File: src/rtl/cfg_refresh_pkg.sv
package cfg_refresh_pkg;

    localparam int unsigned CMD_BYTES      = 4;
    localparam logic [7:0]  REFRESH_OPCODE = 8'h79;

    typedef enum logic [2:0] {
        ST_IDLE,
        ST_WAIT_INIT_LO,
        ST_WAIT_DONE_LO,
        ST_WAIT_INIT_HI,
        ST_SEND,
        ST_SETTLE
    } refresh_state_e;

    typedef struct packed {
        logic init_n;
        logic done;
    } pin_bus_t;

    function automatic logic [7:0] refresh_byte(input logic [1:0] idx);
        return (idx == 2'd0) ? REFRESH_OPCODE : 8'h00;
    endfunction

    function automatic logic is_pin_wait(input refresh_state_e st);
        return (st == ST_WAIT_INIT_LO) || (st == ST_WAIT_DONE_LO) ||
               (st == ST_WAIT_INIT_HI);
    endfunction

endpackage

File: src/rtl/cfg_pin_sync.sv
module cfg_pin_sync #(
    parameter int unsigned     WIDTH   = 2,
    parameter logic [WIDTH-1:0] RST_VAL = '0
) (
    input  logic             clk,
    input  logic             rst,
    input  logic [WIDTH-1:0] d_i,
    output logic [WIDTH-1:0] q_o
);
    for (genvar b = 0; b < WIDTH; b++) begin : g_bit
        logic meta_q;
        logic sync_q;
        always_ff @(posedge clk) begin
            if (rst) begin
                meta_q <= RST_VAL[b];
                sync_q <= RST_VAL[b];
            end else begin
                meta_q <= d_i[b];
                sync_q <= meta_q;
            end
        end
        assign q_o[b] = sync_q;
    end
endmodule

File: src/rtl/cfg_wait_timer.sv
module cfg_wait_timer #(
    parameter int unsigned SAMPLE_CLKS     = 3000,
    parameter int unsigned TIMEOUT_SAMPLES = 3334
) (
    input  logic clk,
    input  logic rst,
    input  logic en_i,
    input  logic cond_i,
    output logic pass_o,
    output logic expire_o
);
    localparam int unsigned TW = $clog2(SAMPLE_CLKS + 1);
    localparam int unsigned SW = $clog2(TIMEOUT_SAMPLES + 1);
    localparam logic [TW-1:0] TICK_LAST = TW'(SAMPLE_CLKS - 1);
    localparam logic [SW-1:0] SAMP_LAST = SW'(TIMEOUT_SAMPLES - 1);

    logic [TW-1:0] tick_q;
    logic [SW-1:0] samp_q;
    logic          sample;

    assign sample   = en_i && (tick_q == TICK_LAST);
    assign pass_o   = sample && cond_i;
    assign expire_o = sample && !cond_i && (samp_q == SAMP_LAST);

    always_ff @(posedge clk) begin
        if (rst || !en_i || pass_o || expire_o) begin
            tick_q <= '0;
            samp_q <= '0;
        end else if (sample) begin
            tick_q <= '0;
            samp_q <= samp_q + 1'b1;
        end else begin
            tick_q <= tick_q + 1'b1;
        end
    end

    AST_SAMPLE_BOUND: assert property (@(posedge clk) disable iff (rst)
        en_i && !sample |=> samp_q <= SAMP_LAST) else $error("sample count overran");
endmodule

File: src/rtl/cfg_cmd_tx.sv
module cfg_cmd_tx
    import cfg_refresh_pkg::*;
(
    input  logic       clk,
    input  logic       rst,
    input  logic       start_i,
    input  logic       ready_i,
    output logic       valid_o,
    output logic [7:0] byte_o,
    output logic       last_o,
    output logic       done_o
);
    localparam logic [1:0] IDX_LAST = 2'(CMD_BYTES - 1);

    logic       active_q;
    logic [1:0] idx_q;

    assign valid_o = active_q;
    assign byte_o  = active_q ? refresh_byte(idx_q) : 8'h00;
    assign last_o  = active_q && (idx_q == IDX_LAST);
    assign done_o  = last_o && ready_i;

    always_ff @(posedge clk) begin
        if (rst) begin
            active_q <= 1'b0;
            idx_q    <= '0;
        end else if (start_i) begin
            active_q <= 1'b1;
            idx_q    <= '0;
        end else if (active_q && ready_i) begin
            if (last_o) active_q <= 1'b0;
            else        idx_q    <= idx_q + 1'b1;
        end
    end

    AST_CMD_HOLD: assert property (@(posedge clk) disable iff (rst)
        valid_o && !ready_i |=> valid_o && $stable(byte_o)) else $error("byte dropped");
    AST_LAST_ONE: assert property (@(posedge clk) disable iff (rst)
        last_o && ready_i |=> !valid_o) else $error("extra byte");
endmodule

File: src/rtl/cfg_refresh_ctrl.sv
module cfg_refresh_ctrl
    import cfg_refresh_pkg::*;
#(
    parameter int unsigned SAMPLE_CLKS     = 3000,
    parameter int unsigned TIMEOUT_SAMPLES = 3334,
    parameter int unsigned SETTLE_CLKS     = 600000
) (
    input  logic       clk,
    input  logic       rst,
    input  logic       req_i,
    input  logic       pins_fitted_i,
    output logic       ack_o,
    output logic       err_o,
    output logic       prog_n_o,
    input  logic       init_n_i,
    input  logic       done_i,
    output logic       cmd_valid_o,
    input  logic       cmd_ready_i,
    output logic [7:0] cmd_byte_o,
    output logic       cmd_last_o
);
    localparam int unsigned CW = $clog2(SETTLE_CLKS + 1);
    localparam logic [CW-1:0] SETTLE_LAST = CW'(SETTLE_CLKS - 1);

    refresh_state_e state_q;
    logic           prog_n_q;
    logic           ack_q;
    logic           err_q;
    logic [CW-1:0]  settle_q;

    pin_bus_t pins_raw, pins_s;
    assign pins_raw.init_n = init_n_i;
    assign pins_raw.done   = done_i;

    cfg_pin_sync #(.WIDTH(2), .RST_VAL(2'b10)) u_sync (
        .clk (clk),
        .rst (rst),
        .d_i (pins_raw),
        .q_o (pins_s)
    );

    logic wait_en, wait_cond, wait_pass, wait_expire;
    assign wait_en = is_pin_wait(state_q);

    always_comb begin
        case (state_q)
            ST_WAIT_INIT_LO: wait_cond = !pins_s.init_n;
            ST_WAIT_DONE_LO: wait_cond = !pins_s.done;
            ST_WAIT_INIT_HI: wait_cond = pins_s.init_n;
            default:         wait_cond = 1'b0;
        endcase
    end

    cfg_wait_timer #(
        .SAMPLE_CLKS     (SAMPLE_CLKS),
        .TIMEOUT_SAMPLES (TIMEOUT_SAMPLES)
    ) u_timer (
        .clk      (clk),
        .rst      (rst),
        .en_i     (wait_en),
        .cond_i   (wait_cond),
        .pass_o   (wait_pass),
        .expire_o (wait_expire)
    );

    logic tx_start, tx_done;
    assign tx_start = (state_q == ST_IDLE) && req_i && !pins_fitted_i;

    cfg_cmd_tx u_tx (
        .clk     (clk),
        .rst     (rst),
        .start_i (tx_start),
        .ready_i (cmd_ready_i),
        .valid_o (cmd_valid_o),
        .byte_o  (cmd_byte_o),
        .last_o  (cmd_last_o),
        .done_o  (tx_done)
    );

    always_ff @(posedge clk) begin
        if (rst) begin
            state_q  <= ST_IDLE;
            prog_n_q <= 1'b1;
            ack_q    <= 1'b0;
            err_q    <= 1'b0;
            settle_q <= '0;
        end else begin
            ack_q <= 1'b0;
            err_q <= 1'b0;
            case (state_q)
                ST_IDLE: if (req_i) begin
                    if (pins_fitted_i) begin
                        prog_n_q <= 1'b0;
                        state_q  <= ST_WAIT_INIT_LO;
                    end else begin
                        state_q  <= ST_SEND;
                    end
                end
                ST_WAIT_INIT_LO: begin
                    if (wait_pass) state_q <= ST_WAIT_DONE_LO;
                    else if (wait_expire) begin
                        state_q <= ST_IDLE;
                        ack_q   <= 1'b1;
                        err_q   <= 1'b1;
                    end
                end
                ST_WAIT_DONE_LO: begin
                    if (wait_pass) begin
                        prog_n_q <= 1'b1;
                        state_q  <= ST_WAIT_INIT_HI;
                    end else if (wait_expire) begin
                        state_q <= ST_IDLE;
                        ack_q   <= 1'b1;
                        err_q   <= 1'b1;
                    end
                end
                ST_WAIT_INIT_HI: begin
                    if (wait_pass || wait_expire) begin
                        state_q <= ST_IDLE;
                        ack_q   <= 1'b1;
                        err_q   <= wait_expire;
                    end
                end
                ST_SEND: if (tx_done) begin
                    settle_q <= '0;
                    state_q  <= ST_SETTLE;
                end
                ST_SETTLE: begin
                    if (settle_q == SETTLE_LAST) begin
                        state_q <= ST_IDLE;
                        ack_q   <= 1'b1;
                    end else begin
                        settle_q <= settle_q + 1'b1;
                    end
                end
                default: state_q <= ST_IDLE;
            endcase
        end
    end

    assign ack_o    = ack_q;
    assign err_o    = err_q;
    assign prog_n_o = prog_n_q;

    AST_ACK_PULSE: assert property (@(posedge clk) disable iff (rst)
        ack_o |=> !ack_o) else $error("ack longer than one cycle");
    AST_ERR_WITH_ACK: assert property (@(posedge clk) disable iff (rst)
        err_o |-> ack_o) else $error("error without ack");
    AST_PROG_LOW_EARLY: assert property (@(posedge clk) disable iff (rst)
        (state_q == ST_WAIT_INIT_LO || state_q == ST_WAIT_DONE_LO) |-> !prog_n_o)
        else $error("strobe released early");
    AST_FALLBACK_KEEPS_PROG: assert property (@(posedge clk) disable iff (rst)
        (state_q == ST_SEND || state_q == ST_SETTLE) |=> $stable(prog_n_o))
        else $error("fallback touched strobe");
    AST_NO_CMD_IN_PIN_MODE: assert property (@(posedge clk) disable iff (rst)
        wait_en |-> !cmd_valid_o) else $error("command during pin wait");
endmodule

File: config.mk
export PLATFORM = sky130hd
export DESIGN_NAME = cfg_refresh_ctrl
export DESIGN_NICKNAME = d
export VERILOG_FILES = /design/src/rtl/cfg_refresh_pkg.sv /design/src/rtl/cfg_pin_sync.sv /design/src/rtl/cfg_wait_timer.sv /design/src/rtl/cfg_cmd_tx.sv /design/src/rtl/cfg_refresh_ctrl.sv
export SDC_FILE = /design/constraint.sdc
export NUM_CORES = 1
export LEC_CHECK = 0
export BUFFER_PORTS_ARGS = -buffer_cell sky130_fd_sc_hd__buf_4
export CAP_MARGIN = 20
export CORE_ASPECT_RATIO = 0.7
export CORE_MARGIN = 3
export CORE_UTILIZATION = 50
export CTS_CLUSTER_SIZE = 20
export DETAILED_ROUTE_END_ITERATION = 12
export GPL_ROUTABILITY_DRIVEN = 0
export PLACE_DENSITY_LB_ADDON = 0.08
export SYNTH_ARGS = -nofsm -noshare
export SYNTH_HDL_FRONTEND = slang
export SYNTH_HIERARCHICAL = 1
export SYNTH_SLANG_ARGS = --single-unit
File: constraint.sdc
create_clock -name clk -period 3.2 [get_ports clk]
set_input_delay 0.16 -clock clk [delete_from_list [all_inputs] [get_ports clk]]
set_output_delay 0.16 -clock clk [all_outputs]
set_load 0.02 [all_outputs]
[Word-level counts from Yosys, hierarchy flattened]
Index checks and enable logic that the tools add are counted.
Widths: inputs -> output; s select.
Cells by class
  bitwise logic cells: 1
  reductions and logical operators: 34
  equality and inequality tests: 16
  mux-type cells: 29
  $add $sub $neg: 4
Operator list (count)
  $mux 20: 2
  $pmux 20 s2: 1
  $add 12x1->12 const B: 2
  $eq 12x12->1 const B: 2
  $mux 3: 8
  $add 20x1->20 const B: 1
  $eq 20x20->1 const B: 1
  $pmux 3 s6: 1
  $mux 1: 11
  $ne 2x2->1 const B: 5
  $logic_and 1x1->1: 9
  $mux 8: 1
  $reduce_and 4->1: 2
  $reduce_bool 2->1: 4
  $mux 7: 1
  $eq 3x2->1 const B: 2
  $eq 3x3->1 const B: 2
  $logic_or 1x1->1: 6
  $pmux 1 s3: 2
  $reduce_or 2->1: 3
  $logic_not 1->1: 5
  $ne 2x1->1 const B: 2
  $pmux 1 s2: 2
  $reduce_and 2->1: 2
  other kinds (7): 7
Word-level totals
  register bits after elaboration: 57

[Longest topological paths before layout]
Gate-level depths: netlist (run 1).
  depth after elaboration: 9
  gate-level depth with buffers: 12
  depth with buffers taken out: 10

[Hierarchy]
Netlist (run 1), hierarchy kept.
Modules (own cells, without submodules)
  cfg_refresh_ctrl: area an instance 1487.7 um^2, times used 1, sequential area each 520.5 um^2, cells an instance 178
  cfg_wait_timer: area an instance 1265.0 um^2, times used 1, sequential area each 480.5 um^2, cells an instance 152
  cfg_cmd_tx: area an instance 247.7 um^2, times used 1, sequential area each 60.1 um^2, cells an instance 28
  cfg_pin_sync: area an instance 120.1 um^2, times used 1, sequential area each 80.1 um^2, cells an instance 10

[Least setup slack after synthesis (run 1)]
OpenSTA, ideal clock, no wires.
  kind: register to register
  from: reg state_q[0]
  to: reg ack_q, in the netlist ack_o
  clock period less this slack: 2473 ps
  cell stages (with the launch flop): 12
  required time: 3088 ps
  buffers on the path: 2
  slack: 727 ps
  setup time: 112 ps
  arrival time: 2362 ps
  cell sequence: dfxtp_1 > clkbuf_1 > nor2_1 > nor2_1 > and3b_1 > nand4_2 > buf_1 > nor2_1 > mux2_2 > a22oi_1 > o22a_1 > nor2_1
RTL lines
  start: declaration: line cfg_refresh_ctrl.sv:25  | refresh_state_e state_q;
  start signal: assignment: line cfg_refresh_ctrl.sv:82  | state_q <= ST_IDLE;
  start signal: assignment: line cfg_refresh_ctrl.sv:94  | state_q <= ST_WAIT_INIT_LO;
  start signal: assignment: line cfg_refresh_ctrl.sv:96  | state_q <= ST_SEND;
  $eq 3x1->1 / $eq 3x2->1 (equally long branches): line cfg_refresh_pkg.sv:25  | return (st == ST_WAIT_INIT_LO) || (st == ST_WAIT_DONE_LO) ||
  $logic_or 1x1->1: line cfg_refresh_pkg.sv:25
  $logic_or 1x1->1 *: line cfg_refresh_pkg.sv:25
  via wait_en: line cfg_refresh_ctrl.sv:42  | logic wait_en, wait_cond, wait_pass, wait_expire;
  $logic_and 1x1->1 *: line cfg_wait_timer.sv:21  | assign sample = en_i && (tick_q == TICK_LAST);
  $logic_and 1x1->1 *: line cfg_wait_timer.sv:22  | assign pass_o = sample && cond_i;
  via wait_pass: line cfg_refresh_ctrl.sv:42
  $logic_or 1x1->1: line cfg_refresh_ctrl.sv:118  | if (wait_pass || wait_expire) begin
  $mux 1: line cfg_refresh_ctrl.sv:118
  $pmux 1 s3 *: line cfg_refresh_ctrl.sv:90  | case (state_q)
  end signal: assignment: line cfg_refresh_ctrl.sv:88  | ack_q <= 1'b0;
  end signal: assignment: line cfg_refresh_ctrl.sv:103  | ack_q <= 1'b1;
  end signal: assignment: line cfg_refresh_ctrl.sv:120  | ack_q <= 1'b1;
  end: declaration: line cfg_refresh_ctrl.sv:27  | logic ack_q;
Mark *: on every way through the listed nets, which the timed path passes. The rest lies on a longest branch.
A chain may end at the register's enable or synchronous reset.

[Worst setup path after layout (run 1)]
  from: reg state_q[0]
  to: reg state_q[0]
RTL lines (line)
  $eq 3x1->1 / $eq 3x2->1 (equally long branches): cfg_refresh_pkg.sv:25
  $logic_or 1x1->1: cfg_refresh_pkg.sv:25
  $logic_or 1x1->1 *: cfg_refresh_pkg.sv:25
  via wait_en: cfg_refresh_ctrl.sv:42
  $logic_and 1x1->1 *: cfg_wait_timer.sv:21
  $logic_and 1x1->1 *: cfg_wait_timer.sv:22
  via wait_pass: cfg_refresh_ctrl.sv:42
  $logic_or 1x1->1: cfg_refresh_ctrl.sv:118
  $ne 2x1->1 (no source line)
  $reduce_and 4->1 (no source line)
Marked as above.

==> metrics.md, run 1 <==
| Metric | Value |
|---|---|
| Status | finished, final reports clean |
| FF-to-FF path depth | 10 |
| XOR/XNOR Fraction of Synth Area | ~3.9% |
| Netlist Area Pre-Place | roughly 3100 µm² |
| Global-route wire length before repair | 11.4 mm |
| Top-area cell type share of the netlist area | 36.6% |
| Asr flop ratio synth | 0% |
| Post-Synthesis Cells | 368 |
| Die ar. | 7240 µm² |
| Input/output buffers | 16 |
| Final Setup Violations | 0 |
| Synth area leaders | dfxtp_1 37%, nand2_1 3.7%, nor2_1 3.7%, a21oi_1 3.7%, nand3_1 3.2% |
| Clock power frac | 44.2% |
| ANT nets after route | 0 |
| Post-synthesis sequential area ratio | between 30% and 40% |
| Post-Synth Simple-Gate Area | 33.4% |
| Final Hold Viols | 0 |
| Yosys top cell by area | dfxtp_1 |
| CP arrival | 2.89 ns |
| Crit. End Element | flip-flop |
| Seq pwr share | about half |
| Largest net degree at the start of global routing | 23 |
| Adder-Cell Fraction of Synth Area | around 2.4% |
| Flops & latches, synth | between 50 and 60 |
| FMAX | between 0.3 and 0.4 GHz |
| Count of non-filler cells in the finished layout | 453 |
| Placed cells | 436 |
| Initial detailed-routing violation count | 145 |
| Count leader, synth | dfxtp_1 |
| Drt wl/cell | 14.4 µm |
| Crit path launch type | flip-flop |
| N_diodes | 0 |
| GRT Overall Usage | 19.7% |
| Crit share post-route | 82.8% |
| Combinational Power Share | 6.4% |
| Initial antenna violation count | 0 |
| Number of flops mapped to enable cells by yosys | 0 |
| Hold Path Class | input port to flip-flop |
| PwrDens | ~440 nW/µm² |
| Max-slew violation count | 0 |
| Crit path kind | flip-flop to flip-flop |
| Starting Density | 53.2% |
| Vias in the first global route | 2325 |
| TritonCTS buffer count | 9 |
| Layout cells sized above 1 | roughly 14% |
| Worst-Skew Late Latency | around 0.34 ns |
| FP Rows | 23 |
| CP Data Required Time | 3.44 ns |
| Synth Area in Compound Gates | 15.9% |
| Synthesized area per cell | 8.48 µm² |
| Number of fill cells | 540 |
| Prevailing post-synth register cell | dfxtp_1 |
| Post-synthesis mux area share | 1.08% |
| Maxcap violations | 0 |
| Vias/cell | 5.79 |
| Leakage | around 0.0011 µW |
| Clk root buf | clkbuf_8 |
| Setup TNS | 0 ns |
| H-tree depth | 3 |
| Core box area | between 5000 and 6000 µm² |
| Peak VDD IR | between 0.2 and 0.3 mV |
| Routed wire length | roughly 6.5 mm |
| CTS tree | yes |
| Area Growth Syn to Fin | 8.94% |
| P_sw | 353 µW |
| Num Clock Sinks | 57 |
| Number of nets in the layout | 386 |
| Clock buffer depth | 2 |
| RSZ-0062 raised after global routing | no |
| Reg clk slew, reported paths | 0.06 ns |
| Worst-margin pin slew | 0.754 ns |
| Syn. warnings | 6 |
| Relative slew slack | 49.5% |
| Cell-internal power | between 1000 and 1500 µW |
| Sw Share | 23.8% |
| Min-Delay Path Depth | 2 |
| Drt pass-1 iters | 5 |
| Post-synth cell types | 70 |
| Largest family of logic cells by synthesized area | simple AND/OR/NAND/NOR gates |
| DP HPWL | 4.58 mm |
| Top post-synthesis cells by count | 57 x dfxtp_1, 31 x nand2_1, 31 x nor2_1 |
| Die Width | 100 µm |
| Crit Path Max Fanout | 13 |
| Via Count | roughly 2600 |
| Clock Skews | 0.00421 ns |
| Global route overflow | 0 |
| Die Y | 72.1 µm |
| Period minus WS final | 2.65 ns |
| Number of placed I/O pins | 20 |
| Worst hold margin | 0.0347 ns |
| DRC Markers | 0 |
## critical path, cell delays in order, from the launching register on
cell	delay [ns]
dfxtp_1	0.57
nor2_1	0.19
nor2_1	0.16
and3b_1	0.22
nand4_2	0.27
nor2_1	0.38
nor2b_1	0.22
nand2_1	0.10
a21oi_1	0.16
nor2_1	0.06
a221oi_1	0.22
## path summary, 6_finish.rpt
| check | slack (ns) | from | endpoint |
|---|---|---|---|
| setup / recovery | 0.55 | state_q[0] | state_q[0] |
| hold / removal | 0.03 | done_i | u_sync/g_bit[0].meta_q |
| setup reg to reg | 0.55 | state_q[0] | state_q[0] |
| hold reg to reg | 0.41 | u_sync/g_bit[1].meta_q | u_sync/g_bit[1].sync_q |
## metal layers
metal | track usage, % | wire length (µm) | vias up
met5 | 0 | 0 | -
met4 | 6.28 | 89 | 0
met3 | 6.44 | 470 | 8
met2 | 25.0 | 2470 | 83
met1 | 30.6 | 3490 | 1196
li1 | - | - | 1337
## metrics by stage
step | setup WS (ns) | power, µW | utilization (%) | cell area (µm²)
detailed placement | 0.634 | 842 | 54.4 | 3190
finish | 0.550 | 1480 | 57.9 | 3400
global route | 0.271 | 1540 | 57.9 | 3400
CTS | 0.602 | 1510 | 57.9 | 3400
floorplan | 0.727 | 821 | - | 3130
global placement | 0.650 | 842 | 54.4 | 3190
## sequential cells by signal, summed over array words and instances (netlist names)
register	cells
settle_q	20
u_tx/idx_q	2
err_o	1
u_timer/tick_q	12
state_q	3
prog_n_o	1
u_timer/samp_q	12
u_sync/g_bit.meta_q	2
u_tx/valid_o	1
ack_o	1
u_sync/g_bit.sync_q	2
## layout make-up
| type | instances | area (µm²) | area share, % |
|---|---|---|---|
| inverters | 13 | 48.8 | 1.44 |
| well taps | 75 | 93.8 | 2.76 |
| multi-input cells | 274 | 1780 | 52.4 |
| clock buffers | 10 | 138 | 4.05 |
| clock inverters | 6 | 57.6 | 1.69 |
| flip-flops and latches | 57 | 1140 | 33.6 |
| repair buffers | 18 | 138 | 4.05 |
## logic make-up (layout without fill, tap and decap cells)
| family | Yosys count | after routing |
|---|---|---|
| muxes | 3 | 3 |
| DFF | 57 | 57 |
| xor gates and xnor gates | 14 | 14 |
| adders and majority gates | 6 | 6 |
| buffers and inverters | 39 | 47 |
| AOI/OAI and AO/OA | 70 | 70 |
| other | 1 | 3 |
| and+or+nand+nor | 178 | 178 |
## layout by cell type, fill, tap and decap left out, drive strengths merged, types with 3 or more instances in the layout
cell,instances
conb,3
ha,6
nand4b,3
or3,5
and2,4
o21ai,10
xor2,4
nand2,32
nor3b,5
and3b,4
nor3,10
a31oi,12
xnor2,10
or4,8
nand3,21
and4,6
nor2,31
o31ai,5
nor2b,5
inv,13
nor4,4
clkbuf,10
o2bb2a,3
mux2,3
and3,3
a21oi,23
nand3b,8
nand2b,5
or2,6
nand4,8
buf,17
clkinv,4
dfxtp,57
## timing repair
item	CTS	global route
resized for setup	0	0
buffers inserted	0	0
hold buffers	1	0
endpoints found under the hold margin	1	0
## power groups by stage
stage / registers (µW) / clock network [µW] / logic, µW
after detailed placement: 748 / 0 / 93.8
after global routing: 734 / 703 / 105
after global placement: 748 / 0 / 93.4
after CTS: 732 / 678 / 95.1
after floorplan: 743 / 0 / 78.0
final: 733 / 656 / 94.4
No activity file was read; power rests on OpenSTA's default activity.
==> inputs of run 2 (changes only) <==
- clock period: 3.2 -> 2.7 ns (I/O delays scaled with it)
==> run 2 against run 1 <==
- first-iteration DRC count grew 46%
- largest cell class unchanged
- hold slack worse by 0.022 ns
- register-to-register slack worse by 0.26 ns
- sequential power is 18% higher
- clock skew up 0.0019 ns
- routed wire length increased by 5.8%
- combinational power increased by 30%
==> metrics.md, run 2 (synthesis results as in run 1) <==
| Metric | Value |
|---|---|
| FMAX | 0.416 GHz (+10%) |
| ANT nets after route | 0 (unchanged) |
| CP Data Required Time | 2.92 ns (-0.52 ns) |
| Status | finished, final reports clean |
| Number of nets in the layout | 394 (+2.1%) |
| CTS tree | yes |
| DP HPWL | 4.81 mm (+5.0%) |
| Reg clk slew, reported paths | 0.06 ns (about the same) |
| Worst-margin pin slew | 0.581 ns (-0.173 ns) |
| Num Clock Sinks | 57 (unchanged) |
| Setup TNS | 0 ns (unchanged) |
| Max-slew violation count | 0 (unchanged) |
| Number of fill cells | 531 (-1.7%) |
| Register cell area after layout | 1140 µm² (unchanged) |
| Die Y | 72.1 µm (unchanged) |
| Drt wl/cell | 15.0 µm (+4.2%) |
| CP arrival | 2.63 ns (-0.26 ns) |
| PwrDens | 527 nW/µm² (+21%) |
| Vias/cell | 5.88 (+1.5%) |
| Hold Path Class | input port to flip-flop |
| Crit share post-route | 89.1% (+6.3 points) |
| Crit path kind | flip-flop to flip-flop |
| Placed cells | 444 (+1.8%) |
| TritonCTS buffer count | 9 (unchanged) |
| Area occupied by multi-input gates | 1790 µm² (+0.28%) |
| Die Width | 100 µm (unchanged) |
| Layout cells sized above 1 | 16.1% (+1.8 points) |
| Largest net degree at the start of global routing | 23 (unchanged) |
| Final Power | 1840 µW (+24%) |
| Crit path launch type | flip-flop |
| N_diodes | 0 (unchanged) |
| Max reg flops | 20 (unchanged) |
| Maxcap violations | 0 (unchanged) |
| Vias in the first global route | 2473 (+6.4%) |
| Most common cell after layout, fill and taps aside | dfxtp_1 |
| Worst-Skew Late Latency | 0.34 ns (about the same) |
| Biggest regs | settle_q: 20 flops, u_timer/samp_q: 12 flops, u_timer/tick_q: 12 flops |
| Relative slew slack | 61.1% (+12 points) |
| Drt pass-1 iters | 5 (unchanged) |
| Routed wire length | 6.90 mm (+5.8%) |
| DRC Markers | 0 (unchanged) |
| Core box area | 5870 µm² (unchanged) |
| Initial antenna violation count | 0 (unchanged) |
| Die ar. | 7240 µm² (unchanged) |
| Via Count | 2705 (+3.1%) |
| Clk root buf | clkbuf_8 |
| Worst hold margin | 0.0132 ns (-0.0215 ns) |
| Crit. End Element | flip-flop |
| Number of placed I/O pins | 20 (unchanged) |
| Area Growth Syn to Fin | 11.6% |
| RSZ-0062 raised after global routing | no |
| Global route overflow | 0 (unchanged) |
| Crit Path Max Fanout | 14 (+1) |
| Clock Skews | 0.00613 ns (+0.00192 ns) |
| Leakage | 0.00114 µW (+4.5%) |
| H-tree depth | 3 (unchanged) |
| Global-route wire length before repair | 11.8 mm (+4.1%) |
| Clock buffer depth | 2 (unchanged) |
| Count of non-filler cells in the finished layout | 460 (+1.5%) |
| Peak VDD IR | 0.351 mV (+36%) |
| Starting Density | 53.2% (unchanged) |
| Period minus WS final | 2.41 ns (-0.243 ns) |
| Initial detailed-routing violation count | 211 (+46%) |
| FP Rows | 23 (unchanged) |
| GRT Overall Usage | 20.4% (+0.72 points) |
| Most flop-heavy register | settle_q |
| Final Setup Violations | 0 (unchanged) |
| Final Hold Viols | 0 (unchanged) |
| Most frequent cells in the layout | 57 x dfxtp_1, 31 x nor2_1, 31 x nand2_1, 25 x buf_4, 23 x a21oi_1 |
| Input/output buffers | 16 (unchanged) |
==> run 2: cell types whose count changed in the layout (fill, tap and decap cells not counted) <==
cell	delta
nor3_1	-1
clkinv_2	-3
clkinvlp_4	-1
nor3_2	+1
buf_4	+8
clkbuf_8	+3
==> run 2: repair_timing <==
item / 4_1_cts / 5_1_grt
endpoints found under the setup margin: 0 / 3
setup buffers: 0 / 0
hold endpoints to repair: 1 / 0
resized for setup: 0 / 1
hold buffers: 1 / 0
==> run 2: worst max-delay path, stage by stage, from the launching register on <==
cell and delay [ns]:
dfxtp_1 0.55, nor3b_1 0.24, a21oi_1 0.06, nor2_1 0.17, inv_1 0.13, nor2_1 0.37
mux2_2 0.40, a22oi_1 0.17, o22a_1 0.17, nor2_1 0.03
==> run 2: cell type report <==
| cell class | instances | area share [%] |
|---|---|---|
| Tap cell | 75 | 2.69 |
| Multi-Input combinational cell | 274 | 51.3 |
| Sequential cell | 57 | 32.8 |
| Timing Repair Buffer | 26 | 5.68 |
| Inverter | 13 | 1.40 |
| Clock buffer | 13 | 5.14 |
| Clock inverter | 2 | 1.01 |
==> run 2: through the flow <==
| step | setup slack (ns) | instance area [µm²] | utilization [%] |
|---|---|---|---|
| 2_1_floorplan | 0.227 | 3130 | - |
| 3_3_place_gp | 0.406 | 3250 | 55.4 |
| 3_5_place_dp | 0.166 | 3250 | 55.4 |
| 4_1_cts | 0.149 | 3480 | 59.2 |
| 5_1_grt | 0.0165 | 3480 | 59.3 |
| 6_report | 0.294 | 3480 | 59.3 |
==> run 2: path summary, 6_finish.rpt <==
kind | from | end | slack (ns) | cells after the start
worst min register to register | u_sync/g_bit[1].meta_q | u_sync/g_bit[1].sync_q | 0.40 | 1
worst max register to register | state_q[1] | ack_o | 0.29 | 9
worst min-delay path | done_i | u_sync/g_bit[0].meta_q | 0.01 | 2
worst max-delay path | state_q[1] | ack_o | 0.29 | 9
==> run 2: metal layers <==
layer / global-route usage, % / share of wire, % / vias up / routed length, µm
li1: - / - / 1357 / -
met1: 31.4 / 53 / 1253 / 3650
met2: 27.8 / 39 / 85 / 2720
met3: 5.19 / 6.6 / 10 / 456
met4: 5.83 / 1.0 / 0 / 70
met5: 0 / 0 / - / 0
==> run 2: power by group <==
group          leakage (µW)  total [µW]  internal [µW]  switching [µW]
registers          0.000461         866            852            14.1
clock network      0.000112         846            520             326
logic              0.000571         123           49.1            73.6
==> inputs of run 3 (changes only) <==
- ABC_AREA: unset -> 1
==> run 3 against run 2 <==
- non-clock buffer count down 8
- clock skew up 0.0035 ns
- first-iteration DRC count up 9.0%
- combinational power rose to 3.7 times the previous value
- final area up 14%
- synthesized area up 18%
- utilization down 1.9 points
- synthesized cell count up 55%
- worst setup slack better by 0.35 ns
- routed wire length up 24%
- critical path type unchanged
- critical endpoint is now state_q[0]
- largest cell class unchanged
==> metrics.md, run 3 <==
| Metric | Value |
|---|---|
| Status | finished, final reports clean |
| Setup TNS | 0 ns (unchanged) |
| Post-synth cell types | 41 (-41%) |
| Flops & latches, synth | 57 (unchanged) |
| Count leader, synth | nand2_1 |
| Syn. warnings | 6 (unchanged) |
| Crit. End Element | flip-flop |
| Initial detailed-routing violation count | 230 (+9.0%) |
| Maxcap violations | 0 (unchanged) |
| Routed wire length | 8.55 mm (+24%) |
| Peak VDD IR | 0.269 mV (-23%) |
| Max reg flops | 20 (unchanged) |
| Netlist Area Pre-Place | 3690 µm² (+18%) |
| Starting Density | 53.2% (about the same) |
| Die Y | 77.9 µm (+8.0%) |
| Leakage | 0.00153 µW (+34%) |
| Clk root buf | clkbuf_8 |
| Prevailing post-synth register cell | dfxtp_1 |
| Placed cells | 667 (+50%) |
| Synthesized area per cell | 6.46 µm² (-24%) |
| Drt pass-1 iters | 4 (-1) |
| ANT nets after route | 0 (unchanged) |
| Num Clock Sinks | 57 (unchanged) |
| Die Width | 109 µm (+8.3%) |
| Crit path launch type | flip-flop |
| PwrDens | 521 nW/µm² (-1.2%) |
| Via Count | 3453 (+28%) |
| Initial antenna violation count | 0 (unchanged) |
| FF-to-FF path depth | 13 (+4) |
| Combinational Power Share | 22.0% (+15 points) |
| Sw Share | 33.5% (+11 points) |
| Max-slew violation count | 0 (unchanged) |
| Cell-internal power | 1380 µW (-2.8%) |
| Vias/cell | 5.04 (-14%) |
| Number of placed I/O pins | 20 (unchanged) |
| Final Setup Violations | 0 (unchanged) |
| Global route overflow | 0 (unchanged) |
| Post-synthesis sequential area ratio | 30.9% (-5.7 points) |
| Met3 GRT Util | 7.65% (+2.5 points) |
| Met2 Use GR | 29.5% (+1.7 points) |
| Crit share post-route | 76.0% (-13 points) |
| Area Growth Syn to Fin | 8.00% |
| CTS tree | yes |
| RSZ-0062 raised after global routing | no |
| Layout cells sized above 1 | 14.4% (-1.7 points) |
| Input/output buffers | 16 (unchanged) |
| Biggest regs | settle_q: 20 flops, u_timer/samp_q: 12 flops, u_timer/tick_q: 12 flops |
| Post-CTS Resized | 0 (unchanged) |
| Hold Path Class | input port to flip-flop |
| Crit path kind | flip-flop to flip-flop |
| Count of non-filler cells in the finished layout | 685 (+49%) |
| Core box area | 6940 µm² (+18%) |
| DP HPWL | 6.40 mm (+33%) |
| FP Rows | 25 (+8.7%) |
| Drt wl/cell | 12.5 µm (-17%) |
| Asr flop ratio synth | 0% (unchanged) |
| FMAX | 0.487 GHz (+17%) |
| Reg clk slew, reported paths | 0.06 ns (about the same) |
| Yosys top cell by area | dfxtp_1 |
| Number of fill cells | 711 (+34%) |
| Seq pwr share | 43.6% (-3.6 points) |
| Die ar. | 8470 µm² (+17%) |
| Synth area leaders | dfxtp_1 31%, nand2_1 15%, nor2_1 8.6%, inv_1 7.4%, nand3_1 7.0% |
| Post-Synthesis Cells | 572 (+55%) |
| Most frequent cells in the layout | 149 x nand2_1, 85 x nor2_1, 73 x inv_1, 57 x dfxtp_1, 52 x nand3_1 |
| Largest net degree at the start of global routing | 28 (+22%) |
| GRT met1 Usage | 33.7% (+2.3 points) |
| P_sw | 695 µW (+68%) |
| Top-area cell type share of the netlist area | 30.9% (-5.7 points) |
| H-tree depth | 3 (unchanged) |
| Number of nets in the layout | 599 (+52%) |
| N_diodes | 0 (unchanged) |
| Global-route wire length before repair | 14.7 mm (+24%) |
| CP Data Required Time | 2.94 ns (+0.02 ns) |
| Period minus WS final | 2.05 ns (-0.354 ns) |
| Worst-margin pin slew | 0.500 ns (-0.0808 ns) |
| Layout Utilization | 57.4% (-1.9 points) |
| Most flop-heavy register | settle_q |
| Relative slew slack | 66.6% (+5.4 points) |
| Clock buffer depth | 2 (unchanged) |
| CP arrival | 2.30 ns (-0.33 ns) |
| TritonCTS buffer count | 9 (unchanged) |
| Number of flops mapped to enable cells by yosys | 0 (unchanged) |
| Worst-Skew Late Latency | 0.35 ns (about the same) |
| DRC Markers | 0 (unchanged) |
| Vias in the first global route | 3191 (+29%) |
| Gr busiest metal | met1 |
| Clock power frac | 34.4% (-12 points) |
| Final Hold Viols | 0 (unchanged) |
| Most common cell after layout, fill and taps aside | nand2_1 |
| GRT Overall Usage | 22.2% (+1.8 points) |
| Crit Path Max Fanout | 7 (-7) |
| Top post-synthesis cells by count | 149 x nand2_1, 85 x nor2_1, 73 x inv_1 |
| Min-Delay Path Depth | 4 (+2) |
| Clock Skews | 0.00961 ns (+0.00348 ns) |
run 3: worst paths after layout:
check	startpoint	to	slack [ns]
max reg2reg	state_q[2]	state_q[0]	0.65
max	state_q[2]	state_q[0]	0.65
min	cmd_ready_i	u_tx/valid_o	0.11
min reg2reg	u_sync/g_bit[0].meta_q	u_sync/g_bit[0].sync_q	0.41
run 3: repair_timing:
action	in CTS	in global routing
setup buffers	0	0
endpoints found under the setup margin	0	0
hold endpoints to repair	2	0
hold buffers	2	0
run 3: routing by layer:
layer,vias to the layer above,routed length [µm]
met1,1541,4730
met2,79,3140
met3,4,616
li1,1829,-
met4,0,65
met5,-,0
run 3: power groups by stage:
stage	combinational, µW	clock (µW)	sequential, µW
6_report	457	713	906
5_1_grt	516	779	911
4_1_cts	453	735	906
3_5_place_dp	449	0	925
3_3_place_gp	447	0	923
2_1_floorplan	395	0	923
run 3: per-stage QoR:
stage               hold slack, ns  power (µW)  cell area, µm²  setup slack [ns]
floorplan                    0.206        1320            3700             0.874
global placement             0.314        1370            3790             0.726
detailed placement           0.317        1370            3790             0.672
CTS                         0.0993        2090            3990             0.660
global route                 0.112        2210            3990             0.358
finish                       0.110        2080            3990             0.648
run 3: final cells by class:
cell class | count | area [µm²] | area share, %
multi-input cells | 420 | 2110 | 53.0
flip-flops and latches | 57 | 1140 | 28.6
inverters | 80 | 300 | 7.53
clock buffers | 13 | 159 | 3.98
repair buffers | 18 | 140 | 3.51
well taps | 94 | 118 | 2.95
clock inverters | 3 | 15.0 | 0.377
run 3: cells by family after synthesis:
kind of cell,share of synthesized area [%]
flops,30.9
simple gates,44.7
xor+xnor,1.66
compound gates,8.61
fa+ha+maj,2.03
buf+inv,12.0
other cells,0.102
run 3: critical path, cell delays in order (launching register included):
cell      delay, ns
dfxtp_1        0.42
inv_1          0.17
nand3_1        0.17
o221ai_1       0.18
nor2_1         0.12
nand3_1        0.07
nor2_1         0.19
nand2_4        0.08
inv_1          0.09
nor2_1         0.06
nand2_1        0.10
nand3_1        0.10
o21ai_0        0.15
inv_1          0.05
